===== src/rtl/frac_baud_pkg.sv =====
package frac_baud_pkg;

    typedef enum logic [1:0] {
        SRC_CORE  = 2'd0,
        SRC_PRESC = 2'd1,
        SRC_RSVD  = 2'd2,
        SRC_EXT   = 2'd3
    } src_sel_e;

    typedef enum logic [1:0] {
        DIV_IDLE    = 2'd0,
        DIV_COUNT   = 2'd1,
        DIV_STRETCH = 2'd2
    } div_state_e;

endpackage


===== src/rtl/baud_src_sel.sv =====
module baud_src_sel
    import frac_baud_pkg::*;
#(
    parameter int unsigned PRESC = 8
) (
    input  logic       clk_i,
    input  logic       rst_ni,
    input  logic [1:0] sel_i,
    input  logic       ext_clk_i,
    output logic       src_en_o,
    output logic       ext_lvl_o,
    output logic       ext_rise_o
);

    localparam int unsigned PW = (PRESC > 1) ? $clog2(PRESC) : 1;
    localparam logic [PW-1:0] PLAST = PW'(PRESC - 1);

    logic [PW-1:0] pcnt_q;
    logic          presc_en;
    logic          s1_q, s2_q, s3_q, rise_q;

    // fixed prescaler on the system clock
    always_ff @(posedge clk_i or negedge rst_ni) begin
        if (!rst_ni) begin
            pcnt_q <= '0;
        end else if (pcnt_q == PLAST) begin
            pcnt_q <= '0;
        end else begin
            pcnt_q <= pcnt_q + 1'b1;
        end
    end

    assign presc_en = (pcnt_q == PLAST);

    // external clock: two-stage synchroniser plus edge detector
    always_ff @(posedge clk_i or negedge rst_ni) begin
        if (!rst_ni) begin
            s1_q   <= 1'b0;
            s2_q   <= 1'b0;
            s3_q   <= 1'b0;
            rise_q <= 1'b0;
        end else begin
            s1_q   <= ext_clk_i;
            s2_q   <= s1_q;
            s3_q   <= s2_q;
            rise_q <= s2_q & ~s3_q;
        end
    end

    always_comb begin
        unique case (src_sel_e'(sel_i))
            SRC_CORE:  src_en_o = 1'b1;
            SRC_PRESC: src_en_o = presc_en;
            SRC_EXT:   src_en_o = rise_q;
            default:   src_en_o = 1'b0;
        endcase
    end

    assign ext_lvl_o  = s2_q;
    assign ext_rise_o = rise_q;

    assert_presc_gap_R1: assert property (@(posedge clk_i) disable iff (!rst_ni)
        presc_en |=> !presc_en);

    assert_ext_rise_gap_R1: assert property (@(posedge clk_i) disable iff (!rst_ni)
        rise_q |=> !rise_q);

endmodule


===== src/rtl/baud_frac_div.sv =====
module baud_frac_div
    import frac_baud_pkg::*;
#(
    parameter int unsigned CD_W = 16,
    parameter int unsigned FP_W = 3
) (
    input  logic            clk_i,
    input  logic            rst_ni,
    input  logic            restart_i,
    input  logic            src_en_i,
    input  logic [CD_W-1:0] cd_i,
    input  logic [FP_W-1:0] fp_i,
    output logic            pulse_o,
    output logic            running_o,
    output logic [CD_W-1:0] cnt_o,
    output logic [CD_W-1:0] cd_o
);

    localparam logic [CD_W-1:0] CD_ONE = CD_W'(1);

    div_state_e      state_q, state_d;
    logic [CD_W-1:0] cnt_q, cnt_d, cd_q, cd_d;
    logic [FP_W-1:0] fp_q, fp_d, acc_q, acc_d;
    logic [FP_W:0]   acc_sum;
    logic            pulse_q, pulse_d;

    assign acc_sum = {1'b0, acc_q} + {1'b0, fp_q};

    // next-state logic
    always_comb begin
        state_d = state_q;
        cnt_d   = cnt_q;
        cd_d    = cd_q;
        fp_d    = fp_q;
        acc_d   = acc_q;
        pulse_d = 1'b0;
        if (restart_i) begin
            state_d = DIV_IDLE;
            cnt_d   = '0;
            acc_d   = '0;
        end else begin
            unique case (state_q)
                DIV_IDLE: begin
                    if (cd_i != '0) begin
                        state_d = DIV_COUNT;
                        cd_d    = cd_i;
                        fp_d    = fp_i;
                        cnt_d   = '0;
                        acc_d   = '0;
                    end
                end
                DIV_COUNT: begin
                    if (src_en_i) begin
                        if (cnt_q == cd_q - CD_ONE) begin
                            acc_d = acc_sum[FP_W-1:0];
                            if (acc_sum[FP_W]) begin
                                state_d = DIV_STRETCH;
                            end else begin
                                pulse_d = 1'b1;
                                cnt_d   = '0;
                                cd_d    = cd_i;
                                fp_d    = fp_i;
                                state_d = (cd_i == '0) ? DIV_IDLE : DIV_COUNT;
                            end
                        end else begin
                            cnt_d = cnt_q + CD_ONE;
                        end
                    end
                end
                DIV_STRETCH: begin
                    if (src_en_i) begin
                        pulse_d = 1'b1;
                        cnt_d   = '0;
                        cd_d    = cd_i;
                        fp_d    = fp_i;
                        state_d = (cd_i == '0) ? DIV_IDLE : DIV_COUNT;
                    end
                end
                default: state_d = DIV_IDLE;
            endcase
        end
    end

    // state register
    always_ff @(posedge clk_i or negedge rst_ni) begin
        if (!rst_ni) begin
            state_q <= DIV_IDLE;
            cnt_q   <= '0;
            cd_q    <= '0;
            fp_q    <= '0;
            acc_q   <= '0;
        end else begin
            state_q <= state_d;
            cnt_q   <= cnt_d;
            cd_q    <= cd_d;
            fp_q    <= fp_d;
            acc_q   <= acc_d;
        end
    end

    // output register
    always_ff @(posedge clk_i or negedge rst_ni) begin
        if (!rst_ni) begin
            pulse_q <= 1'b0;
        end else begin
            pulse_q <= pulse_d;
        end
    end

    assign pulse_o   = pulse_q;
    assign running_o = (state_q == DIV_COUNT);
    assign cnt_o     = cnt_q;
    assign cd_o      = cd_q;

    assert_cnt_bound_R2: assert property (@(posedge clk_i) disable iff (!rst_ni)
        (state_q != DIV_IDLE) |-> (cnt_q < cd_q));

    assert_count_nonzero_R6: assert property (@(posedge clk_i) disable iff (!rst_ni)
        (state_q != DIV_IDLE) |-> (cd_q != '0));

    assert_stretch_needs_frac_R3: assert property (@(posedge clk_i) disable iff (!rst_ni)
        (state_q == DIV_STRETCH) |-> (fp_q != '0));

    assert_stretch_one_R3: assert property (@(posedge clk_i) disable iff (!rst_ni)
        (state_q == DIV_STRETCH && src_en_i && !restart_i) |=> pulse_q);

    assert_restart_flush_R10: assert property (@(posedge clk_i) disable iff (!rst_ni)
        restart_i |=> (state_q == DIV_IDLE && !pulse_q));

endmodule


===== src/rtl/baud_out_stage.sv =====
module baud_out_stage
    import frac_baud_pkg::*;
#(
    parameter int unsigned CD_W = 16
) (
    input  logic            clk_i,
    input  logic            rst_ni,
    input  logic            restart_i,
    input  logic            sync_i,
    input  logic [1:0]      sel_i,
    input  logic            os8_i,
    input  logic            div_pulse_i,
    input  logic            running_i,
    input  logic [CD_W-1:0] cnt_i,
    input  logic [CD_W-1:0] cd_i,
    input  logic            ext_rise_i,
    input  logic            ext_lvl_i,
    output logic            samp_en_o,
    output logic            baud_tick_o,
    output logic            clk_pin_o
);

    localparam int unsigned OS_W = 4;

    logic [OS_W-1:0] os_cnt_q, os_last;
    logic            ext_direct, internal_src, os_wrap;
    logic            hi_p_q, hi_n_q, half_en;

    assign ext_direct   = sync_i && (sel_i == SRC_EXT);
    assign internal_src = (sel_i == SRC_CORE) || (sel_i == SRC_PRESC);
    assign os_last      = os8_i ? OS_W'(7) : OS_W'(15);
    assign os_wrap      = (os_cnt_q >= os_last);

    // oversampling divider (asynchronous mode only)
    always_ff @(posedge clk_i or negedge rst_ni) begin
        if (!rst_ni) begin
            os_cnt_q <= '0;
        end else if (restart_i) begin
            os_cnt_q <= '0;
        end else if (!sync_i && div_pulse_i) begin
            os_cnt_q <= os_wrap ? '0 : os_cnt_q + 1'b1;
        end
    end

    // pin high phase on the rising edge
    always_ff @(posedge clk_i or negedge rst_ni) begin
        if (!rst_ni) begin
            hi_p_q <= 1'b0;
        end else begin
            hi_p_q <= sync_i && internal_src && running_i && !restart_i
                      && (cnt_i < (cd_i >> 1));
        end
    end

    // half-cycle extension captured on the falling edge
    always_ff @(negedge clk_i or negedge rst_ni) begin
        if (!rst_ni) begin
            hi_n_q <= 1'b0;
        end else begin
            hi_n_q <= hi_p_q;
        end
    end

    assign half_en = (sel_i == SRC_CORE) && cd_i[0];

    always_comb begin
        if (ext_direct) begin
            samp_en_o   = ext_rise_i;
            baud_tick_o = ext_rise_i;
            clk_pin_o   = ext_lvl_i;
        end else if (sync_i) begin
            samp_en_o   = div_pulse_i;
            baud_tick_o = div_pulse_i;
            clk_pin_o   = hi_p_q | (half_en & hi_n_q);
        end else begin
            samp_en_o   = div_pulse_i;
            baud_tick_o = div_pulse_i && os_wrap;
            clk_pin_o   = hi_p_q | (half_en & hi_n_q);
        end
    end

    assert_tick_needs_sample_R4: assert property (@(posedge clk_i) disable iff (!rst_ni)
        baud_tick_o |-> samp_en_o);

    assert_pin_low_async_R9: assert property (@(posedge clk_i) disable iff (!rst_ni)
        (!sync_i && !$past(sync_i) && !$past(sync_i, 2)) |-> !clk_pin_o);

endmodule


===== src/rtl/frac_baud_gen.sv =====
module frac_baud_gen
    import frac_baud_pkg::*;
#(
    parameter int unsigned CD_W  = 16,
    parameter int unsigned FP_W  = 3,
    parameter int unsigned PRESC = 8
) (
    input  logic            clk_i,
    input  logic            rst_ni,
    input  logic [1:0]      src_sel_i,
    input  logic [CD_W-1:0] div_i,
    input  logic [FP_W-1:0] frac_i,
    input  logic            os8_i,
    input  logic            sync_mode_i,
    input  logic            ext_clk_i,
    output logic            samp_en_o,
    output logic            baud_tick_o,
    output logic            clk_pin_o
);

    logic            sync_q;
    logic [1:0]      sel_q;
    logic            restart;
    logic            src_en, ext_lvl, ext_rise;
    logic            div_pulse, running;
    logic [CD_W-1:0] cnt, cd_live;
    logic [FP_W-1:0] frac_eff;

    // path switch detector: any change restarts the divider cleanly
    always_ff @(posedge clk_i or negedge rst_ni) begin
        if (!rst_ni) begin
            sync_q <= 1'b0;
            sel_q  <= 2'd0;
        end else begin
            sync_q <= sync_mode_i;
            sel_q  <= src_sel_i;
        end
    end

    assign restart  = (sync_q != sync_mode_i) || (sel_q != src_sel_i);
    assign frac_eff = sync_mode_i ? '0 : frac_i;

    baud_src_sel #(
        .PRESC (PRESC)
    ) src_i (
        .clk_i      (clk_i),
        .rst_ni     (rst_ni),
        .sel_i      (src_sel_i),
        .ext_clk_i  (ext_clk_i),
        .src_en_o   (src_en),
        .ext_lvl_o  (ext_lvl),
        .ext_rise_o (ext_rise)
    );

    baud_frac_div #(
        .CD_W (CD_W),
        .FP_W (FP_W)
    ) div_u (
        .clk_i     (clk_i),
        .rst_ni    (rst_ni),
        .restart_i (restart),
        .src_en_i  (src_en),
        .cd_i      (div_i),
        .fp_i      (frac_eff),
        .pulse_o   (div_pulse),
        .running_o (running),
        .cnt_o     (cnt),
        .cd_o      (cd_live)
    );

    baud_out_stage #(
        .CD_W (CD_W)
    ) out_u (
        .clk_i       (clk_i),
        .rst_ni      (rst_ni),
        .restart_i   (restart),
        .sync_i      (sync_mode_i),
        .sel_i       (src_sel_i),
        .os8_i       (os8_i),
        .div_pulse_i (div_pulse),
        .running_i   (running),
        .cnt_i       (cnt),
        .cd_i        (cd_live),
        .ext_rise_i  (ext_rise),
        .ext_lvl_i   (ext_lvl),
        .samp_en_o   (samp_en_o),
        .baud_tick_o (baud_tick_o),
        .clk_pin_o   (clk_pin_o)
    );

endmodule


===== config.mk =====
export PLATFORM = sky130hd
export DESIGN_NAME = frac_baud_gen
export DESIGN_NICKNAME = d
export VERILOG_FILES = /design/src/rtl/frac_baud_pkg.sv /design/src/rtl/baud_src_sel.sv /design/src/rtl/baud_frac_div.sv /design/src/rtl/baud_out_stage.sv /design/src/rtl/frac_baud_gen.sv
export SDC_FILE = /design/constraint.sdc
export NUM_CORES = 1
export LEC_CHECK = 0
export BUFFER_PORTS_ARGS = -buffer_cell sky130_fd_sc_hd__buf_2
export CAP_MARGIN = 0
export CORE_MARGIN = 1
export CORE_UTILIZATION = 55
export CTS_BUF_LIST = sky130_fd_sc_hd__clkbuf_8
export DETAILED_ROUTE_END_ITERATION = 10
export HOLD_SLACK_MARGIN = 0.15
export PLACE_DENSITY = 0.72
export SLEW_MARGIN = 20
export SYNTH_ARGS = -nofsm -noshare
export SYNTH_HDL_FRONTEND = slang
export SYNTH_HIERARCHICAL = 1
export SYNTH_SLANG_ARGS = --single-unit

===== constraint.sdc =====
create_clock -name clk_i -period 5.2 [get_ports clk_i]
set_input_delay 0.78 -clock clk_i [delete_from_list [all_inputs] [get_ports clk_i]]
set_output_delay 0.78 -clock clk_i [all_outputs]
set_load 0.01 [all_outputs]

==> out/summary.json, run 1 <==
{
  "status": {
    "run_status": "finished clean"
  },
  "setup_path": {
    "worst_r2r_path_depth": 9,
    "worstReg2RegStart": "div_u/cd_o[0]",
    "critPathCaptureType": "primary output",
    "crit_fanout": 1,
    "r2r_end": "div_u/cd_o[5]",
    "timing.reg2reg.setup_slack_ns": 1.59,
    "setup.worst_path.class": "register to primary output",
    "cp_data_arrival_time_ns": 3.75,
    "critical_path.startpoint_type": "register",
    "crit_required_ns": 4.42
  },
  "cells_and_area": {
    "diodes": 0,
    "layout_cell_share_with_drive_strength_beyond_1": 0.192,
    "post-route-cell-area_um2": 4400,
    "flow.area_growth_from_synthesis_pct": 8.89,
    "nets": 496,
    "finalCoreUtilization": 0.633,
    "filler_cell_count": 597
  },
  "pwr": {
    "p_clk_frac": 0.270,
    "combinationalPowerShare": 0.310,
    "power_switching_share": 0.383,
    "sequentialPowerShare": 0.420,
    "internal_power_mw": 0.913,
    "cellPowerDensity_nw_per_um2": 336,
    "vdd_drop_max_mv": 0.281,
    "switching_power_mw": 0.566,
    "leakage_nw": 2.18
  },
  "die": {
    "placementRows": 30,
    "fp.dieArea_um2": 7690,
    "design.portCount": 29,
    "start_util": 0.581,
    "die_span_in_x_um": 87.7,
    "fp.dieH_um": 87.7,
    "placeable_core_region_um2": 6940
  },
  "timing": {
    "worst_slack_ns": 0.668,
    "timing.clock.skew_ns": 0.0161,
    "fin_tns_setup_ns": 0,
    "grt_setup_unrepaired": "no",
    "report.final.setup_viol": 0,
    "max_slew.worst_pin.slew_ns": 0.903,
    "headroom_to_the_max_slew_limit": 0.398,
    "finalHoldViolCount": 0,
    "maxSlewViolCount": 0
  },
  "worst_hold_path": {
    "worstHoldEndpoint": "src_i/ext_lvl_o",
    "min_path_cells": 0,
    "min-delay-path-class": "register to register",
    "min-delay-start": "src_i/s1_q"
  },
  "logic_synthesis": {
    "post_synth.cell_area_avg_um2": 9.82,
    "synth_nets": 465,
    "synthesis.instances": 411,
    "ys_types": 67,
    "synth.yosys.warnings": 6,
    "post_synth_arst_share": 1.00,
    "mappedNetlistArea_um2": 4040,
    "ys.flop_type": "dfrtp_1",
    "synth.top_cells.by_area": "dfrtp_1 35%, ha_1 8.4%, mux2_4 3.7%, mux2_2 3.6%, nor2_1 3.3%",
    "synth.ff_latch_count": 57,
    "yosysTopAreaCellShare": 0.347,
    "number_of_enable_type_register_cells_in_the_synthesized_netlist": 0,
    "synth_top_area_cell": "dfrtp_1",
    "proportion_of_synthesized_chip_area_in_sequential_cells": 0.353
  },
  "routing": {
    "drt-pass1-iter-count": 4,
    "drt_first_iter_violations": 162,
    "num_vias": 3190,
    "postRouteWirelength_um": 8800,
    "ant_nets": 0,
    "wire_per_inst_um": 16.2,
    "post_drt_via_cell_ratio": 5.87,
    "drc": 0
  },
  "clocking": {
    "cts_made_buffers": 9,
    "clkTransAtPathRegs_ns": 0.08,
    "postCtsResizedCells": 0,
    "clock_path_buffers": 2,
    "clock_sinks": 57,
    "cts-hold-fix-buffers": 0,
    "tritoncts_clock_tree": "yes",
    "post_cts.repair.setup_buffers": 0,
    "clock_latency_ns": 0.35,
    "cts_max_level": 3,
    "cts-root-buf": "clkbuf_8"
  },
  "job": {
    "max_cap_viol_count": 0
  },
  "place": {
    "finalWeightedCongestion": 0.948,
    "place.detailed.hpwl_um": 6330,
    "port-buffer-count": 28,
    "preCtsSetupSlack_ns": 1.02,
    "total_placed_instance_area_um2": 4210
  },
  "global_routing": {
    "grt_pass1_wl_um": 15000,
    "antenna_found_initial": 0,
    "largest_net_degree_at_the_start_of_global_routing": 57,
    "globalRoute.totalOverflow": 0,
    "first_global_vias": 3193,
    "grt_usage": 0.257
  }
}
state kept, by name, summed over array words and instances (netlist names):
name / cells
div_u/cd_o: 16
div_u/cnt_o: 16
out_u/os_cnt_q: 4
div_u/acc_q: 3
div_u/fp_q: 3
src_i/pcnt_q: 3
div_u/state_q: 2
sel_q: 2
div_u/pulse_o: 1
out_u/hi_n_q: 1
out_u/hi_p_q: 1
src_i/ext_lvl_o: 1
src_i/ext_rise_o: 1
src_i/s1_q: 1
src_i/s3_q: 1
sync_q: 1
per-layer routing:
layer / GRT usage / up-vias / wire length (um)
li1: - / 1563 / -
met1: 0.321 / 1534 / 3990
met2: 0.430 / 73 / 4160
met3: 0.0396 / 20 / 374
met4: 0.134 / 0 / 278
met5: 0 / - / 0
cells by family (layout without fill, tap and decap cells):
group,after synthesis,after routing,synth area share
xor gates and xnor gates,20,20,0.0434
buffers and inverters,44,80,0.0567
and+or+nand+nor,146,146,0.209
AOI/OAI and AO/OA,90,90,0.168
adders and majority gates,28,28,0.0886
muxes,26,26,0.0809
DFF,57,57,0.353
synth_stat cells, drive strengths merged (3+ instances only):
library cell / number
o21ai: 14
nor2: 36
nor2b: 7
dfrtp: 56
a21oi: 17
inv: 34
nand4b: 3
nand2b: 6
nor4: 7
and2b: 4
and3: 4
nand2: 21
and4: 5
a22o: 11
nand3: 18
mux2: 23
xor2: 8
buf: 7
nor3b: 4
a21o: 17
a31oi: 4
o2bb2ai: 3
clkbuf: 3
o31ai: 3
nor3: 11
xnor2: 12
mux2i: 3
nand3b: 3
nand4: 7
ha: 27
o211ai: 3
a41oi: 4
layout make-up:
cell class	count	area (um^2)	share of cell area
Inverter	34	128	0.0290
Multi-Input combinational cell	310	2380	0.542
Timing Repair Buffer	30	155	0.0353
Sequential cell	57	1430	0.324
Tap cell	96	120	0.0273
Clock buffer	9	124	0.0282
Clock inverter	7	61.3	0.0139
metrics by stage:
| step | total power, mW | std cells | hold WS [ns] |
|---|---|---|---|
| final | 1.48 | 543 | 0.366 |
| after global routing | 1.57 | 543 | 0.382 |
| after CTS | 1.49 | 543 | 0.376 |
| after detailed placement | 1.08 | 527 | 0.357 |
| after global placement | 1.07 | 527 | 0.333 |
| after floorplan | 0.969 | 411 | 0.331 |
worst max path at each step:
stage	startpoint	endpoint	depth (start not counted)
after floorplan	out_u/hi_n_q	clk_pin_o	2
after global placement	out_u/hi_n_q	clk_pin_o	3
after detailed placement	out_u/hi_n_q	clk_pin_o	3
after CTS	out_u/hi_n_q	clk_pin_o	3
after global routing	out_u/hi_n_q	clk_pin_o	3
final	out_u/hi_n_q	clk_pin_o	3
critical path, stage by stage, from the launching register on:
cell and delay (ns):
dfrtn_1 0.39, a31oi_1 0.08, o221ai_1 0.19, buf_2 0.16
power by group through the flow:
stage	Clock, mW	Sequential, mW	Combinational [mW]
finish	0.399	0.621	0.458
global route	0.422	0.635	0.512
CTS	0.410	0.622	0.455
detailed placement	0	0.630	0.450
global placement	0	0.631	0.436
floorplan	0	0.588	0.381
placed cells by master (no fill, tap or decap), drive strengths merged, types with 5 or more instances in the layout:
cell type and instances:
o21ai 14, ha 27, buf 30, nand2 21, nand2b 6, xor2 8
a21oi 17, xnor2 12, mux2 23, nor2 36, inv 38, clkbuf 9
nor2b 7, nor4 7, and4 5, nand3 18, a22o 11, nand4 7
nor3 11, a21o 17, dfrtp 56
No activity file was read; power rests on OpenSTA's default activity.
==> run 2, diff against run 1 <==
--- a/config.mk
+++ b/config.mk
@@ -5,14 +5,13 @@
 export SDC_FILE = /design/constraint.sdc
 export NUM_CORES = 1
 export LEC_CHECK = 0
-export BUFFER_PORTS_ARGS = -buffer_cell sky130_fd_sc_hd__buf_2
+export BUFFER_PORTS_ARGS = -buffer_cell sky130_fd_sc_hd__clkbuf_2
 export CAP_MARGIN = 0
 export CORE_MARGIN = 1
 export CORE_UTILIZATION = 55
-export CTS_BUF_LIST = sky130_fd_sc_hd__clkbuf_8
 export DETAILED_ROUTE_END_ITERATION = 10
 export HOLD_SLACK_MARGIN = 0.15
-export PLACE_DENSITY = 0.72
+export PLACE_DENSITY = 0.82
 export SLEW_MARGIN = 20
 export SYNTH_ARGS = -nofsm -noshare
 export SYNTH_HDL_FRONTEND = slang
==> run 2 against run 1 <==
Compared with the run above:
- sequential power up 2%
- first-iteration DRC count up 14%
- die area unchanged
- critical path type unchanged
- largest cell class unchanged
==> out/summary.json, run 2 (synthesis results as in run 1) <==
{
  "setup_path": {
    "r2r_end": {"value": "div_u/cnt_o[5]", "change": "was div_u/cd_o[5]"},
    "crit_required": {"value": 4.42, "unit": "ns", "change": "about the same"},
    "setup.worst_path.class": {"value": "register to primary output", "change": "unchanged"},
    "slowest_delay": {"value": 0.39, "unit": "ns", "change": "about the same"},
    "cpMaxStageDelayCell": {"value": "dfrtn_1", "change": "unchanged"},
    "cp_data_arrival_time": {"value": 3.75, "unit": "ns", "change": "about the same"},
    "timing.reg2reg.setup_slack": {"value": 1.44, "unit": "ns", "change": "was 1.59 ns"},
    "crit_fanout": {"value": 1, "change": "unchanged"},
    "worst_r2r_path_depth": {"value": 7, "change": "was 9"},
    "worstReg2RegStart": {"value": "div_u/cd_o[4]", "change": "was div_u/cd_o[0]"},
    "critical_path.startpoint_type": {"value": "register", "change": "unchanged"},
    "critPathCaptureType": {"value": "primary output", "change": "unchanged"},
    "critical_path.cell_chain": {"value": "a31oi_1, o221ai_1, clkbuf_2", "change": "was a31oi_1, o221ai_1, buf_2"}
  },
  "timing": {
    "fin_tns_setup": {"value": 0, "unit": "ns", "change": "unchanged"},
    "grt_setup_unrepaired": {"value": "no", "change": "unchanged"},
    "worst_slack": {"value": 0.673, "unit": "ns", "change": "was 0.668 ns"},
    "finalHoldViolCount": {"value": 0, "change": "unchanged"},
    "headroom_to_the_max_slew_limit": {"value": 0.375, "change": "was 0.398"},
    "maxSlewViolCount": {"value": 0, "change": "unchanged"},
    "timing.clock.skew": {"value": 0.0128, "unit": "ns", "change": "was 0.0161 ns"},
    "max_slew.worst_pin.slew": {"value": 0.931, "unit": "ns", "change": "was 0.903 ns"},
    "holdWs": {"value": 0.361, "unit": "ns", "change": "was 0.366 ns"},
    "report.final.setup_viol": {"value": 0, "change": "unchanged"}
  },
  "worst_hold_path": {
    "min-delay-path-class": {"value": "register to register", "change": "unchanged"},
    "worstHoldEndpoint": {"value": "src_i/ext_lvl_o", "change": "unchanged"},
    "min_path_cells": {"value": 0, "change": "unchanged"},
    "min-delay-start": {"value": "src_i/s1_q", "change": "unchanged"}
  },
  "routing": {
    "postRouteWirelength": {"value": 9090, "unit": "um", "change": "was 8800 um"},
    "post_drt_via_cell_ratio": {"value": 6.03, "change": "was 5.87"},
    "wire_per_inst": {"value": 16.8, "unit": "um", "change": "was 16.2 um"},
    "ant_nets": {"value": 0, "change": "unchanged"},
    "drc": {"value": 0, "change": "unchanged"},
    "num_vias": {"value": 3260, "change": "was 3190"},
    "drt-pass1-iter-count": {"value": 4, "change": "unchanged"},
    "drt_first_iter_violations": {"value": 184, "change": "was 162"}
  },
  "clocking": {
    "post_cts.repair.setup_buffers": {"value": 0, "change": "unchanged"},
    "cts_max_level": {"value": 3, "change": "unchanged"},
    "cts-root-buf": {"value": "clkbuf_8", "change": "unchanged"},
    "cts-hold-fix-buffers": {"value": 0, "change": "unchanged"},
    "postCtsResizedCells": {"value": 0, "change": "unchanged"},
    "tritoncts_clock_tree": {"value": "yes", "change": "unchanged"},
    "clock_latency": {"value": 0.34, "unit": "ns", "change": "was 0.35 ns"},
    "clock_sinks": {"value": 57, "change": "unchanged"},
    "cts_made_buffers": {"value": 9, "change": "unchanged"},
    "clock_path_buffers": {"value": 2, "change": "unchanged"},
    "clkTransAtPathRegs": {"value": 0.06, "unit": "ns", "change": "was 0.08 ns"}
  },
  "cells_and_area": {
    "layout.cells.most_common_list": {"value": "56 x dfrtp_1, 36 x nor2_1, 34 x inv_1, 28 x clkbuf_2, 27 x ha_1", "change": "was 56 x dfrtp_1, 36 x nor2_1, 34 x inv_1, 28 x buf_2, 27 x ha_1"},
    "flow.area_growth_from_synthesis": {"value": 10.1, "unit": "%", "change": "was 8.89%"},
    "nets": {"value": 495, "change": "was 496"},
    "layout_cell_share_with_drive_strength_beyond_1": {"value": 0.189, "change": "was 0.192"},
    "finalCoreUtilization": {"value": 0.640, "change": "was 0.633"},
    "layoutNonFillerInstCount": {"value": 541, "change": "was 543"},
    "post-route-cell-area": {"value": 4450, "unit": "um^2", "change": "was 4400 um^2"},
    "layout.cells.most_common": {"value": "dfrtp_1", "change": "unchanged"},
    "diodes": {"value": 0, "change": "unchanged"}
  },
  "place": {
    "place.detailed.hpwl": {"value": 6430, "unit": "um", "change": "was 6330 um"},
    "preCtsSetupSlack": {"value": 1.02, "unit": "ns", "change": "about the same"},
    "dp_cells": {"value": 526, "change": "was 527"},
    "finalWeightedCongestion": {"value": 0.862, "change": "was 0.948"},
    "total_placed_instance_area": {"value": 4200, "unit": "um^2", "change": "was 4210 um^2"},
    "port-buffer-count": {"value": 28, "change": "unchanged"}
  },
  "pwr": {
    "p_clk_frac": {"value": 0.320, "change": "was 0.270"},
    "power": {"value": 1.60, "unit": "mW", "change": "was 1.48 mW"},
    "sequentialPowerShare": {"value": 0.395, "change": "was 0.420"},
    "leakage": {"value": 2.22, "unit": "nW", "change": "was 2.18 nW"},
    "combinationalPowerShare": {"value": 0.285, "change": "was 0.310"},
    "vdd_drop_max": {"value": 0.164, "unit": "mV", "change": "was 0.281 mV"},
    "power_switching_share": {"value": 0.342, "change": "was 0.383"},
    "internal_power": {"value": 1.06, "unit": "mW", "change": "was 0.913 mW"},
    "switching_power": {"value": 0.548, "unit": "mW", "change": "was 0.566 mW"},
    "cellPowerDensity": {"value": 361, "unit": "nW/um^2", "change": "was 336 nW/um^2"}
  },
  "job": {
    "max_cap_viol_count": {"value": 0, "change": "unchanged"}
  },
  "die": {
    "fp.dieArea": {"value": 7690, "unit": "um^2", "change": "unchanged"},
    "die_span_in_x": {"value": 87.7, "unit": "um", "change": "unchanged"},
    "design.portCount": {"value": 29, "change": "unchanged"},
    "placementRows": {"value": 30, "change": "unchanged"},
    "fp.dieH": {"value": 87.7, "unit": "um", "change": "unchanged"},
    "start_util": {"value": 0.581, "change": "unchanged"},
    "placeable_core_region": {"value": 6940, "unit": "um^2", "change": "unchanged"}
  },
  "status": {
    "run_status": {"value": "finished clean", "change": "unchanged"}
  },
  "global_routing": {
    "globalRoute.totalOverflow": {"value": 0, "change": "unchanged"},
    "grt_util_met2": {"value": 0.406, "change": "was 0.430"},
    "grtUsageMet3": {"value": 0.0481, "change": "was 0.0396"},
    "grt_usage": {"value": 0.253, "change": "was 0.257"},
    "antenna_found_initial": {"value": 0, "change": "unchanged"},
    "grtUsageMet1": {"value": 0.334, "change": "was 0.321"},
    "grt_pass1_wl": {"value": 14700, "unit": "um", "change": "was 15000 um"},
    "first_global_vias": {"value": 3035, "change": "was 3193"},
    "largest_net_degree_at_the_start_of_global_routing": {"value": 57, "change": "unchanged"},
    "grt.busiest_layer": {"value": "met2", "change": "unchanged"}
  }
}
## run 2: how the worst max path moves through the flow
| stage | start | to | slack, ns | cells after the start |
|---|---|---|---|---|
| floorplan | out_u/hi_n_q | clk_pin_o | 1.12 | 2 |
| global placement | out_u/hi_n_q | clk_pin_o | 1.04 | 3 |
| detailed placement | out_u/hi_n_q | clk_pin_o | 1.02 | 3 |
| CTS | out_u/hi_n_q | clk_pin_o | 0.66 | 3 |
| global route | out_u/hi_n_q | clk_pin_o | 0.56 | 3 |
| finish | out_u/hi_n_q | clk_pin_o | 0.67 | 3 |
## run 2: layer usage
metal	share of wire	wire, um	up-vias
met2	0.47	4250	76
met5	0	0	-
met1	0.47	4290	1615
met4	0.019	176	0
met3	0.041	368	16
li1	-	-	1553
## run 2: critical path, delay by kind of cell, from the launching register on
family	cells	cell delay [ns]
AOI/OAI and AO/OA	2	0.27
DFF	1	0.39
buffers and inverters	1	0.16
## run 2: power groups by stage
stage | sequential [mW] | clock [mW] | combinational [mW]
final | 0.634 | 0.513 | 0.457
after global routing | 0.645 | 0.539 | 0.504
after CTS | 0.630 | 0.523 | 0.451
after detailed placement | 0.636 | 0 | 0.447
after global placement | 0.633 | 0 | 0.428
after floorplan | 0.588 | 0 | 0.381
## run 2: final cells by class
cell class,count,area (um^2)
repair buffers,29,148
multi-input cells,310,2380
well taps,96,120
inverters,34,128
clock buffers,10,138
clock inverters,5,104
fillers,539,2500
flip-flops and latches,57,1430
==> run 3, diff against run 2 <==
--- a/config.mk
+++ b/config.mk
@@ -15,5 +15,4 @@
 export SLEW_MARGIN = 20
 export SYNTH_ARGS = -nofsm -noshare
 export SYNTH_HDL_FRONTEND = slang
-export SYNTH_HIERARCHICAL = 1
 export SYNTH_SLANG_ARGS = --single-unit
==> run 3 against run 2 <==
Compared with the run above:
- via count is 6.8% lower
- sequential power is 4.6% lower
- critical path depth is 1 higher
- critical endpoint unchanged
- largest power group unchanged
- global-route usage is 0.54 points higher
- clock skew is 0.00084 ns lower
==> out/summary.json, run 3 <==
{
  "cells_and_area": {
    "flow.area_growth_from_synthesis": {"value": 10.3, "unit": "%", "change": "was 10.1%"},
    "multi_input_comb_area": {"value": 2140, "unit": "um^2", "change": "was 2380 um^2"},
    "layout.cells.most_common": {"value": "dfrtp_1", "change": "unchanged"},
    "post-route-cell-area": {"value": 4120, "unit": "um^2", "change": "was 4450 um^2"},
    "layout.cells.most_common_list": {"value": "56 x dfrtp_1, 28 x clkbuf_2, 27 x ha_1, 26 x nor2_1, 25 x inv_1", "change": "was 56 x dfrtp_1, 36 x nor2_1, 34 x inv_1, 28 x clkbuf_2, 27 x ha_1"},
    "diodes": {"value": 0, "change": "unchanged"},
    "seqCellArea": {"value": 1430, "unit": "um^2", "change": "unchanged"},
    "nets": {"value": 464, "change": "was 495"},
    "filler_cell_count": {"value": 527, "change": "was 539"},
    "layoutNonFillerInstCount": {"value": 492, "change": "was 541"},
    "finalCoreUtilization": {"value": 0.639, "change": "was 0.640"},
    "layout_cell_share_with_drive_strength_beyond_1": {"value": 0.176, "change": "was 0.189"}
  },
  "logic_synthesis": {
    "synth.yosys.warnings": {"value": 0, "change": "was 6"},
    "post_synth_arst_share": {"value": 1.00, "change": "unchanged"},
    "mappedNetlistArea": {"value": 3740, "unit": "um^2", "change": "was 4040 um^2"},
    "post_synth.cell_area_avg": {"value": 9.74, "unit": "um^2", "change": "was 9.82 um^2"},
    "synth_top_area_cell": {"value": "dfrtp_1", "change": "unchanged"},
    "yosysMostFrequentCell": {"value": "dfrtp_1", "change": "unchanged"},
    "synth.top_cells.by_area": {"value": "dfrtp_1 37%, ha_1 9.0%, mux2_4 5.6%, xnor2_1 5.2%, nor2_1 2.6%", "change": "was dfrtp_1 35%, ha_1 8.4%, mux2_4 3.7%, mux2_2 3.6%, nor2_1 3.3%"},
    "synthTopCellsByCount": {"value": "56 x dfrtp_1, 27 x ha_1, 26 x nor2_1, 25 x inv_1, 22 x xnor2_1", "change": "was 56 x dfrtp_1, 36 x nor2_1, 34 x inv_1, 27 x ha_1, 21 x nand2_1"},
    "synth.ff_latch_count": {"value": 57, "change": "unchanged"},
    "proportion_of_synthesized_chip_area_in_sequential_cells": {"value": 0.382, "change": "was 0.353"},
    "ys_types": {"value": 52, "change": "was 67"},
    "number_of_enable_type_register_cells_in_the_synthesized_netlist": {"value": 0, "change": "unchanged"},
    "yosysTopAreaCellShare": {"value": 0.375, "change": "was 0.347"},
    "synthesis.instances": {"value": 384, "change": "was 411"},
    "synth_nets": {"value": 438, "change": "was 465"},
    "ys.flop_type": {"value": "dfrtp_1", "change": "unchanged"}
  },
  "setup_path": {
    "critical_path.startpoint_type": {"value": "register", "change": "unchanged"},
    "critPathCaptureType": {"value": "primary output", "change": "unchanged"},
    "setup.worst_path.class": {"value": "register to primary output", "change": "unchanged"},
    "crit_required": {"value": 4.42, "unit": "ns", "change": "about the same"},
    "critical_path.cell_chain": {"value": "nor4b_1, nor2_1, a21oi_1, clkbuf_2", "change": "was a31oi_1, o221ai_1, clkbuf_2"},
    "crit_fanout": {"value": 1, "change": "unchanged"},
    "slowest_delay": {"value": 0.38, "unit": "ns", "change": "was 0.39 ns"},
    "cpMaxStageDelayCell": {"value": "dfrtn_1", "change": "unchanged"},
    "cp_data_arrival_time": {"value": 3.95, "unit": "ns", "change": "was 3.75 ns"}
  },
  "timing": {
    "headroom_to_the_max_slew_limit": {"value": 0.300, "change": "was 0.375"},
    "finalHoldViolCount": {"value": 0, "change": "unchanged"},
    "report.final.setup_viol": {"value": 0, "change": "unchanged"},
    "max_slew.worst_pin.slew": {"value": 1.05, "unit": "ns", "change": "was 0.931 ns"},
    "maxSlewViolCount": {"value": 0, "change": "unchanged"},
    "fin_tns_setup": {"value": 0, "unit": "ns", "change": "unchanged"},
    "timing.clock.skew": {"value": 0.0120, "unit": "ns", "change": "was 0.0128 ns"},
    "grt_setup_unrepaired": {"value": "no", "change": "unchanged"}
  },
  "place": {
    "place.detailed.hpwl": {"value": 6170, "unit": "um", "change": "was 6430 um"},
    "dp_cells": {"value": 476, "change": "was 526"},
    "total_placed_instance_area": {"value": 3910, "unit": "um^2", "change": "was 4200 um^2"},
    "port-buffer-count": {"value": 28, "change": "unchanged"},
    "finalWeightedCongestion": {"value": 0.950, "change": "was 0.862"}
  },
  "global_routing": {
    "first_global_vias": {"value": 2903, "change": "was 3035"},
    "globalRoute.totalOverflow": {"value": 0, "change": "unchanged"},
    "grt_usage": {"value": 0.258, "change": "was 0.253"},
    "grtUsageMet1": {"value": 0.341, "change": "was 0.334"},
    "grt_pass1_wl": {"value": 14200, "unit": "um", "change": "was 14700 um"},
    "grtUsageMet3": {"value": 0.0383, "change": "was 0.0481"},
    "antenna_found_initial": {"value": 0, "change": "unchanged"},
    "largest_net_degree_at_the_start_of_global_routing": {"value": 57, "change": "unchanged"},
    "grt.busiest_layer": {"value": "met2", "change": "unchanged"},
    "grt_util_met2": {"value": 0.431, "change": "was 0.406"}
  },
  "routing": {
    "num_vias": {"value": 3038, "change": "was 3260"},
    "postRouteWirelength": {"value": 8440, "unit": "um", "change": "was 9090 um"},
    "wire_per_inst": {"value": 17.2, "unit": "um", "change": "was 16.8 um"},
    "drt_first_iter_violations": {"value": 203, "change": "was 184"},
    "ant_nets": {"value": 0, "change": "unchanged"},
    "drc": {"value": 0, "change": "unchanged"},
    "post_drt_via_cell_ratio": {"value": 6.17, "change": "was 6.03"},
    "drt-pass1-iter-count": {"value": 5, "change": "was 4"}
  },
  "die": {
    "start_util": {"value": 0.579, "change": "was 0.581"},
    "fp.dieArea": {"value": 7130, "unit": "um^2", "change": "was 7690 um^2"},
    "fp.dieH": {"value": 84.4, "unit": "um", "change": "was 87.7 um"},
    "die_span_in_x": {"value": 84.4, "unit": "um", "change": "was 87.7 um"},
    "placeable_core_region": {"value": 6460, "unit": "um^2", "change": "was 6940 um^2"},
    "placementRows": {"value": 29, "change": "was 30"},
    "design.portCount": {"value": 29, "change": "unchanged"}
  },
  "clocking": {
    "clock_sinks": {"value": 57, "change": "unchanged"},
    "cts_made_buffers": {"value": 9, "change": "unchanged"},
    "clkTransAtPathRegs": {"value": 0.07, "unit": "ns", "change": "was 0.06 ns"},
    "clock_path_buffers": {"value": 2, "change": "unchanged"},
    "cts-root-buf": {"value": "clkbuf_8", "change": "unchanged"},
    "tritoncts_clock_tree": {"value": "yes", "change": "unchanged"},
    "cts_max_level": {"value": 3, "change": "unchanged"},
    "post_cts.repair.setup_buffers": {"value": 0, "change": "unchanged"},
    "cts-hold-fix-buffers": {"value": 0, "change": "unchanged"},
    "postCtsResizedCells": {"value": 0, "change": "unchanged"},
    "clock_latency": {"value": 0.34, "unit": "ns", "change": "about the same"}
  },
  "worst_hold_path": {
    "min-delay-path-class": {"value": "register to register", "change": "unchanged"}
  },
  "pwr": {
    "leakage": {"value": 1.91, "unit": "nW", "change": "was 2.22 nW"},
    "power": {"value": 1.46, "unit": "mW", "change": "was 1.60 mW"},
    "cellPowerDensity": {"value": 354, "unit": "nW/um^2", "change": "was 361 nW/um^2"},
    "vdd_drop_max": {"value": 0.321, "unit": "mV", "change": "was 0.164 mV"}
  },
  "job": {
    "max_cap_viol_count": {"value": 0, "change": "unchanged"}
  },
  "status": {
    "run_status": {"value": "finished clean", "change": "unchanged"}
  }
}
-- run 3: changes by cell type after synthesis, moves of 6 or more --
cell	previous run	this run
a21o_1	17	11
a22o_1	11	5
clkbuf_1	3	9
nand3_1	18	12
nor2_1	36	26
nor4_1	6	15
xnor2_1	12	22
inv_1	34	25
mux2_2	13	3
-- run 3: stage by stage --
step	worst slack, ns	hold slack [ns]
3_3_place_gp	0.904	0.335
5_1_grt	0.433	0.375
3_5_place_dp	0.827	0.345
4_1_cts	0.480	0.361
2_1_floorplan	0.965	0.331
6_report	0.472	0.357
-- run 3: worst max-delay path: cells and delay by family (launching register included) --
family | cells | cell delay, ns
buf+inv | 1 | 0.15
compound gates | 1 | 0.16
flops | 1 | 0.38
simple gates | 2 | 0.33
-- run 3: kinds of logic after synthesis --
logic type,count (synthesis),share of synthesized area
AND/OR/NAND/NOR,137,0.198
AO/OA/AOI/OAI,73,0.138
flip-flops,57,0.382
buffers and inverters,40,0.0458
XOR/XNOR,30,0.0703
adder cells (fa/ha/maj),28,0.0957
multiplexers,19,0.0706
-- run 3: metal layers --
metal / part of all wire / wire length [um]
met4: 0.020 / 166
met1: 0.45 / 3780
met2: 0.49 / 4130
met3: 0.043 / 359
met5: 0 / 0
-- run 3: worst paths after layout --
check	from	to	slack, ns	depth (start not counted)
max	out_u.hi_n_q	clk_pin_o	0.47	4
min	src_i.s1_q	src_i.ext_lvl_o	0.36	0
max reg2reg	div_u.cd_o[3]	div_u.cnt_o[9]	1.23	10
min reg2reg	src_i.s1_q	src_i.ext_lvl_o	0.36	0
max in group asynchronous	rst_ni	out_u.hi_n_q	2.30	1
min in group asynchronous	rst_ni	div_u.cd_o[7]	0.65	2
-- run 3: cell type report --
class	count	share of cell area
multi-input cells	287	0.519
flip-flops and latches	57	0.346
repair buffers	30	0.0376
clock buffers	10	0.0309
well taps	77	0.0234
inverters	25	0.0228
clock inverters	6	0.0200
-- run 3: report_power, final --
| group | switching, mW | internal, mW | leakage, nW | total, mW |
|---|---|---|---|---|
| Combinational | 0.202 | 0.202 | 1.06 | 0.404 |
| Clock | 0.183 | 0.267 | 0.106 | 0.450 |
| Sequential | 0.103 | 0.502 | 0.741 | 0.605 |
| Total | 0.488 | 0.971 | 1.91 | 1.46 |
